==> src/rtl/llsc_pkg.sv <==
package llsc_pkg;

  typedef enum logic [2:0] {
    OP_LOAD    = 3'd0,
    OP_FETCH   = 3'd1,
    OP_STORE   = 3'd2,
    OP_RMW_RD  = 3'd3,
    OP_RMW_WR  = 3'd4,
    OP_LOCK_RD = 3'd5,
    OP_LOCK_WR = 3'd6,
    OP_SPARE   = 3'd7
  } opKind_e;

  // Strobes from control to the slot datapath
  typedef struct packed {
    logic alloc;     // take or refresh a reservation for the completion line
    logic clrLine;   // drop the line's reservation, any owner
    logic clrOwned;  // drop the line's reservation if the completion owner holds it
  } slotCmd_t;

endpackage

==> src/rtl/llsc_ctrl.sv <==
module llsc_ctrl
  import llsc_pkg::*;
#(
  parameter int RESULT_W = 32
) (
  input  logic                clk,
  input  logic                rstN,
  input  logic                cmplValid,
  input  logic [2:0]          cmplKind,
  input  logic                ownedHit,
  output slotCmd_t            cmd,
  output logic                rspValid,
  output logic                rspSuccess,
  output logic [RESULT_W-1:0] rspWord
);

  opKind_e kind;
  logic    isLockRd, isLockWr, isPlainWrite;
  logic    scWin;

  always_comb begin
    kind         = opKind_e'(cmplKind);
    isLockRd     = cmplValid && (kind == OP_LOCK_RD);
    isLockWr     = cmplValid && (kind == OP_LOCK_WR);
    isPlainWrite = cmplValid && ((kind == OP_STORE) || (kind == OP_RMW_RD) ||
                                 (kind == OP_RMW_WR));
    cmd.alloc    = isLockRd;
    cmd.clrLine  = isLockWr;
    cmd.clrOwned = isPlainWrite;
  end

  always_ff @(posedge clk) begin
    if (!rstN) begin
      rspValid   <= 1'b0;
      rspSuccess <= 1'b0;
      scWin      <= 1'b0;
    end else begin
      rspValid   <= cmplValid;
      rspSuccess <= cmplValid && !(isLockWr && !ownedHit);
      scWin      <= isLockWr && ownedHit;
    end
  end

  assign rspWord = {{(RESULT_W-1){1'b0}}, scWin};


  rsp_follows_chk: assert property (@(posedge clk) disable iff (!rstN)
    cmplValid |=> rspValid);

  rsp_quiet_chk: assert property (@(posedge clk) disable iff (!rstN)
    !cmplValid |=> (!rspValid && !rspSuccess && rspWord == '0));

  sc_win_chk: assert property (@(posedge clk) disable iff (!rstN)
    (cmplValid && cmplKind == 3'd6 && ownedHit) |=> (rspSuccess && rspWord == RESULT_W'(1)));

  sc_lose_chk: assert property (@(posedge clk) disable iff (!rstN)
    (cmplValid && cmplKind == 3'd6 && !ownedHit) |=> (!rspSuccess && rspWord == '0));

endmodule

==> src/rtl/llsc_slots.sv <==
module llsc_slots
  import llsc_pkg::*;
#(
  parameter int NUM_SLOTS = 4,
  parameter int ADDR_W    = 16,
  parameter int ID_W      = 4
) (
  input  logic              clk,
  input  logic              rstN,
  input  slotCmd_t          cmd,
  input  logic [ADDR_W-1:0] cmplLine,
  input  logic [ID_W-1:0]   cmplOwner,
  input  logic              invValid,
  input  logic [ADDR_W-1:0] invLine,
  output logic              ownedHit
);

  localparam int N = NUM_SLOTS;

  logic [N-1:0]      slotValid;
  logic [ADDR_W-1:0] slotLine  [N];
  logic [ID_W-1:0]   slotOwner [N];
  // olderThan[i][j] set: slot i was allocated before slot j
  logic [N-1:0]      olderThan [N];

  logic [N-1:0] lineHit, ownHit, invHit, clrHit;
  logic [N-1:0] freePick, oldest, target;
  logic         gotFree, invSameLine;

  for (genvar g = 0; g < N; g++) begin : g_cmp
    assign lineHit[g] = slotValid[g] && (slotLine[g] == cmplLine);
    assign ownHit[g]  = slotOwner[g] == cmplOwner;
    assign invHit[g]  = invValid && slotValid[g] && (slotLine[g] == invLine);
    assign clrHit[g]  = (cmd.clrLine && lineHit[g]) ||
                        (cmd.clrOwned && lineHit[g] && ownHit[g]) ||
                        invHit[g];
  end

  assign ownedHit    = |(lineHit & ownHit);
  assign invSameLine = invValid && (invLine == cmplLine);

  // Lowest-numbered free slot
  always_comb begin
    freePick = '0;
    gotFree  = 1'b0;
    for (int i = 0; i < N; i++) begin
      if (!slotValid[i] && !gotFree) begin
        freePick[i] = 1'b1;
        gotFree     = 1'b1;
      end
    end
  end

  // Slot allocated before every other valid slot
  always_comb begin
    for (int i = 0; i < N; i++) begin
      oldest[i] = slotValid[i];
      for (int j = 0; j < N; j++) begin
        if (j != i && slotValid[j] && !olderThan[i][j]) oldest[i] = 1'b0;
      end
    end
  end

  always_comb begin
    if (|lineHit)     target = lineHit;
    else if (gotFree) target = freePick;
    else              target = oldest;
  end

  always_ff @(posedge clk) begin
    if (!rstN) begin
      slotValid <= '0;
      for (int i = 0; i < N; i++) begin
        slotLine[i]  <= '0;
        slotOwner[i] <= '0;
        olderThan[i] <= '0;
      end
    end else begin
      for (int i = 0; i < N; i++) begin
        if (cmd.alloc && target[i]) begin
          slotValid[i] <= !invSameLine;
          slotLine[i]  <= cmplLine;
          slotOwner[i] <= cmplOwner;
        end else if (clrHit[i]) begin
          slotValid[i] <= 1'b0;
        end
        for (int j = 0; j < N; j++) begin
          if (j != i) begin
            if (cmd.alloc && target[i])      olderThan[i][j] <= 1'b0;
            else if (cmd.alloc && target[j]) olderThan[i][j] <= 1'b1;
          end
        end
      end
    end
  end

  // ---------------- checks on the table ----------------
  logic              prbAlloc, prbSc, prbInv;
  logic [ADDR_W-1:0] prbLine, prbInvLine;
  logic [ID_W-1:0]   prbOwner;
  logic              prbOwned, prbLinePresent, prbInvPresent;

  always_ff @(posedge clk) begin
    if (!rstN) begin
      prbAlloc   <= 1'b0;
      prbSc      <= 1'b0;
      prbInv     <= 1'b0;
      prbLine    <= '0;
      prbInvLine <= '0;
      prbOwner   <= '0;
    end else begin
      prbAlloc   <= cmd.alloc && !invSameLine;
      prbSc      <= cmd.clrLine;
      prbInv     <= invValid;
      prbLine    <= cmplLine;
      prbInvLine <= invLine;
      prbOwner   <= cmplOwner;
    end
  end

  always_comb begin
    prbOwned       = 1'b0;
    prbLinePresent = 1'b0;
    prbInvPresent  = 1'b0;
    for (int i = 0; i < N; i++) begin
      if (slotValid[i] && slotLine[i] == prbLine) begin
        prbLinePresent = 1'b1;
        if (slotOwner[i] == prbOwner) prbOwned = 1'b1;
      end
      if (slotValid[i] && slotLine[i] == prbInvLine) prbInvPresent = 1'b1;
    end
  end


  ll_reserves_chk: assert property (@(posedge clk) disable iff (!rstN)
    prbAlloc |-> prbOwned);

  sc_clears_chk: assert property (@(posedge clk) disable iff (!rstN)
    prbSc |-> !prbLinePresent);

  inv_clears_chk: assert property (@(posedge clk) disable iff (!rstN)
    prbInv |-> !prbInvPresent);

  one_per_line_chk: assert property (@(posedge clk) disable iff (!rstN)
    $onehot0(lineHit));

  single_victim_chk: assert property (@(posedge clk) disable iff (!rstN)
    (&slotValid) |-> ($countones(oldest) == 1));

endmodule

==> src/rtl/llsc_monitor.sv <==
module llsc_monitor
  import llsc_pkg::*;
#(
  parameter int NUM_SLOTS = 4,
  parameter int ADDR_W    = 16,
  parameter int ID_W      = 4,
  parameter int RESULT_W  = 32
) (
  input  logic                clk,
  input  logic                rstN,
  input  logic                cmplValid,
  input  logic [2:0]          cmplKind,
  input  logic [ADDR_W-1:0]   cmplLine,
  input  logic [ID_W-1:0]     cmplOwner,
  input  logic                invValid,
  input  logic [ADDR_W-1:0]   invLine,
  output logic                rspValid,
  output logic                rspSuccess,
  output logic [RESULT_W-1:0] rspWord
);

  slotCmd_t cmd;
  logic     ownedHit;

  llsc_ctrl #(.RESULT_W(RESULT_W)) u_ctrl (
    .clk        (clk),
    .rstN       (rstN),
    .cmplValid  (cmplValid),
    .cmplKind   (cmplKind),
    .ownedHit   (ownedHit),
    .cmd        (cmd),
    .rspValid   (rspValid),
    .rspSuccess (rspSuccess),
    .rspWord    (rspWord)
  );

  llsc_slots #(
    .NUM_SLOTS (NUM_SLOTS),
    .ADDR_W    (ADDR_W),
    .ID_W      (ID_W)
  ) u_slots (
    .clk       (clk),
    .rstN      (rstN),
    .cmd       (cmd),
    .cmplLine  (cmplLine),
    .cmplOwner (cmplOwner),
    .invValid  (invValid),
    .invLine   (invLine),
    .ownedHit  (ownedHit)
  );

endmodule

==> config.mk <==
export PLATFORM = sky130hd
export DESIGN_NAME = llsc_monitor
export DESIGN_NICKNAME = d
export VERILOG_FILES = /design/src/rtl/llsc_pkg.sv /design/src/rtl/llsc_ctrl.sv /design/src/rtl/llsc_slots.sv /design/src/rtl/llsc_monitor.sv
export SDC_FILE = /design/constraint.sdc
export NUM_CORES = 1
export LEC_CHECK = 0
export ABC_AREA = 1
export CORE_MARGIN = 5
export CORE_UTILIZATION = 58
export DETAILED_ROUTE_END_ITERATION = 16
export PLACE_DENSITY = 0.79
export SYNTH_ARGS = -nofsm -noshare
export SYNTH_HDL_FRONTEND = slang
export SYNTH_HIERARCHICAL = 1
export SYNTH_SLANG_ARGS = --single-unit
==> constraint.sdc <==
create_clock -name clk -period 3.1 [get_ports clk]
set_clock_uncertainty 0.1 [all_clocks]
set_input_delay 0.62 -clock clk [delete_from_list [all_inputs] [get_ports clk]]
set_output_delay 0.62 -clock clk [all_outputs]
set_load 0.03 [all_outputs]
==> out/metrics.csv <==
metric,value,unit
status,"finished, final reports clean",
cts_resized,0,
rsz0062_at_grt,no,
min_to,u_slots/slotValid[0],
max-slew-margin-rel,0.660,
cts_tree,yes,
p_seq_frac,0.456,
r2r_setup_slack,0.55,ns
drc,0,
ir_drop,0.382,mV
die_w,122,um
syn_inst,1008,
internal_power,0.00238,W
fin_ws,0.221,ns
dpl_cell_area,8260,sq um
yosysUniqueCellTypes,39,
final_hold_viol_count,0,
drt_wl_total,23800,um
avgViaCountPerCell,5.56,
cts_htree_levels,3,
synth_seq_cells,99,
clk_path_buf_depth,2,
clockPowerShare,0.358,
p_leak,4.10,nW
grt_pass1_wl,36000,um
worst_setup_path_end_kind,flip-flop,
drt.antenna.violating_nets,0,
synth_top_area_cell,edfxtp_1,
worstReg2RegStart,u_slots/slotValid[1],
layout_common_cells,"294 x nand2_1, 184 x nor2_1, 111 x inv_1, 92 x edfxtp_1, 60 x buf_4",
first_pass_iters,5,
yosysTopAreaCellShare,0.380,
placementRows,40,
cts_setup_buffers,0,
regToRegEndpoint,u_slots/olderThan[2][1],
design.core.area,12200,sq um
design_area,8580,sq um
clk_latency,0.36,ns
hold_path_class,reg2reg,
holdPathStages,4,
first_global_vias,6459,
worstPathArrival,2.86,ns
comb_power_share,0.185,
min_period,2.88,ns
cts.sink_count,99,
dr_total_vias,7082,
critPathRequiredTime,3.08,ns
num_io_pins,77,
dpl.hpwl,19200,um
grt_antenna_before_repair,0,
nNetsFinal,1144,
setup-violations-final,0,
cts_root_buffer,clkbuf_16,
detailedPlace.worstSlack,-0.0632,ns
critPathMaxFanout,5,
reg2regPathDepth,12,
min-delay-start,u_slots/slotValid[0],
p_sw_frac,0.296,
ys.warnings.count,6,
switching_power,0.00100,W
seq_area_frac_synth,0.400,
clk_pin_slew,0.07,ns
grt_usage,0.327,
period_share,0.929,
critical_path_class,in2reg,
synth_area,7270,sq um
insertedDiodeCount,0,
cts_inserted_buffers,9,
grt_overflow,0,
power_density,394,nW/um^2
routedWlPerCell,18.7,um
synthTopCellsByArea,"edfxtp_1 38%, nand2_1 15%, nor2_1 9.5%",
die_h,122,um
drtIter0Drc,938,
numPortBuffers,45,
max_cap_viol_count,0,
synthToLayoutAreaGrowth,18.0,%
fmax,347,MHz
avgSynthCellArea,7.21,sq um
layout_commonest_cell,nand2_1,
drive_gt1_frac,0.135,
initial_core_util,0.597,
dieArea,14900,sq um
slew_viol_final,0,
grt_max_degree,20,
start_kind,primary input,
cts_hold_buf,0,
worstMarginPinSlew,0.505,ns
gp_congestion,1.03,
==> routing by layer <==
metal  vias to the layer above  global-route usage  wire, um
li1                       3309                   -         -
met1                      3252               0.479      9930
met2                       460               0.491     10500
met3                        61              0.0590      2900
met4                         0               0.107       564
met5                         -                   0         0
==> worst max-delay path by stage <==
stage | from | to | slack (ns) | cells after the start
floorplan | cmplLine[0] | u_slots/olderThan[0][1] | 0.38 | 15
global placement | cmplLine[12] | u_slots/olderThan[0][1] | -0.07 | 12
detailed placement | cmplLine[12] | u_slots/olderThan[1][2] | -0.06 | 12
CTS | cmplLine[5] | u_slots/slotLine[1][3] | 0.31 | 14
global route | cmplLine[5] | u_slots/olderThan[1][2] | 0.09 | 15
finish | cmplLine[5] | u_slots/olderThan[2][1] | 0.22 | 15
==> stage by stage <==
| step | instances | hold WS (ns) | util | power, W | TNS, ns |
|---|---|---|---|---|---|
| 4_1_cts | 1274 | 0.575 | 0.705 | 0.00337 | 0 |
| 5_1_grt | 1274 | 0.631 | 0.705 | 0.00350 | 0 |
| 3_5_place_dp | 1258 | 0.562 | 0.679 | 0.00218 | -3.24 |
| 3_3_place_gp | 1258 | 0.565 | 0.679 | 0.00217 | -2.37 |
| 2_1_floorplan | 1038 | 0.473 | - | 0.00195 | 0 |
| 6_report | 1274 | 0.593 | 0.705 | 0.00338 | 0 |
==> flip-flops by register name, indices dropped and copies added, names as in the netlist <==
name               cells
u_ctrl/rspSuccess      1
u_ctrl/rspValid        1
u_ctrl/scWin           1
u_slots/slotLine      64
u_slots/slotOwner     16
u_slots/slotValid      4
u_slots/olderThan     12
==> cell usage after synthesis <==
cell and instances:
buf_1 2, o21bai_1 4, inv_2 19, buf_2 4, a21oi_1 18, conb_1 1, buf_6 14, nor2_1 184
dfxtp_1 7, xor2_1 21, nand3_1 40, nor4_1 1, inv_4 1, and3_1 1, buf_4 36, o211ai_1 2
nand3b_1 1, nand3_4 3, and3_4 1, o21ai_0 9, nor3_1 6, o21ai_1 2, nand2_2 5, nor2_2 25
o2111ai_1 6, edfxtp_1 92, nand2_1 294, o22ai_1 33, nor3_2 1, inv_1 111, or2_0 1, clkbuf_1 10
xnor2_1 31, nand3_2 4, a31oi_1 1, or2_2 1, nand4_1 14, and2_1 1, o221ai_1 1
==> area by class of cell <==
| class | count | area (sq um) |
|---|---|---|
| fill | 1076 | 3580 |
| multi-input combinational | 742 | 3490 |
| inverter | 131 | 494 |
| tap | 168 | 210 |
| clock buffer | 9 | 225 |
| sequential | 99 | 2900 |
| clock inverter | 7 | 95.1 |
| timing repair buffer | 118 | 1160 |
==> power groups by stage <==
stage / Combinational [W] / Clock [W] / Sequential [W]
floorplan: 0.000396 / 0 / 0.00156
global placement: 0.000605 / 0 / 0.00157
detailed placement: 0.000606 / 0 / 0.00157
CTS: 0.000609 / 0.00122 / 0.00154
global route: 0.000671 / 0.00128 / 0.00154
finish: 0.000626 / 0.00121 / 0.00154
==> logic make-up after synthesis <==
family / after synthesis / share of synthesized area
AND/OR/NAND/NOR: 583 / 0.338
buffers and inverters: 197 / 0.136
flip-flops: 99 / 0.400
AO/OA/AOI/OAI: 76 / 0.0639
XOR/XNOR: 52 / 0.0627
other: 1 / 0.000516
==> critical path: stages <==
cell	delay [ns]
clkdlybuf4s50_1	0.55
inv_2	0.09
nand2_1	0.15
nand2_1	0.08
nor2_1	0.16
nand2_1	0.08
nor2_1	0.16
nand3_1	0.12
nand2_1	0.16
nor2_2	0.08
nand2_1	0.06
nand3_1	0.08
nand2_1	0.21
inv_1	0.14
nand2_1	0.10
No activity file was read; power rests on OpenSTA's default activity.
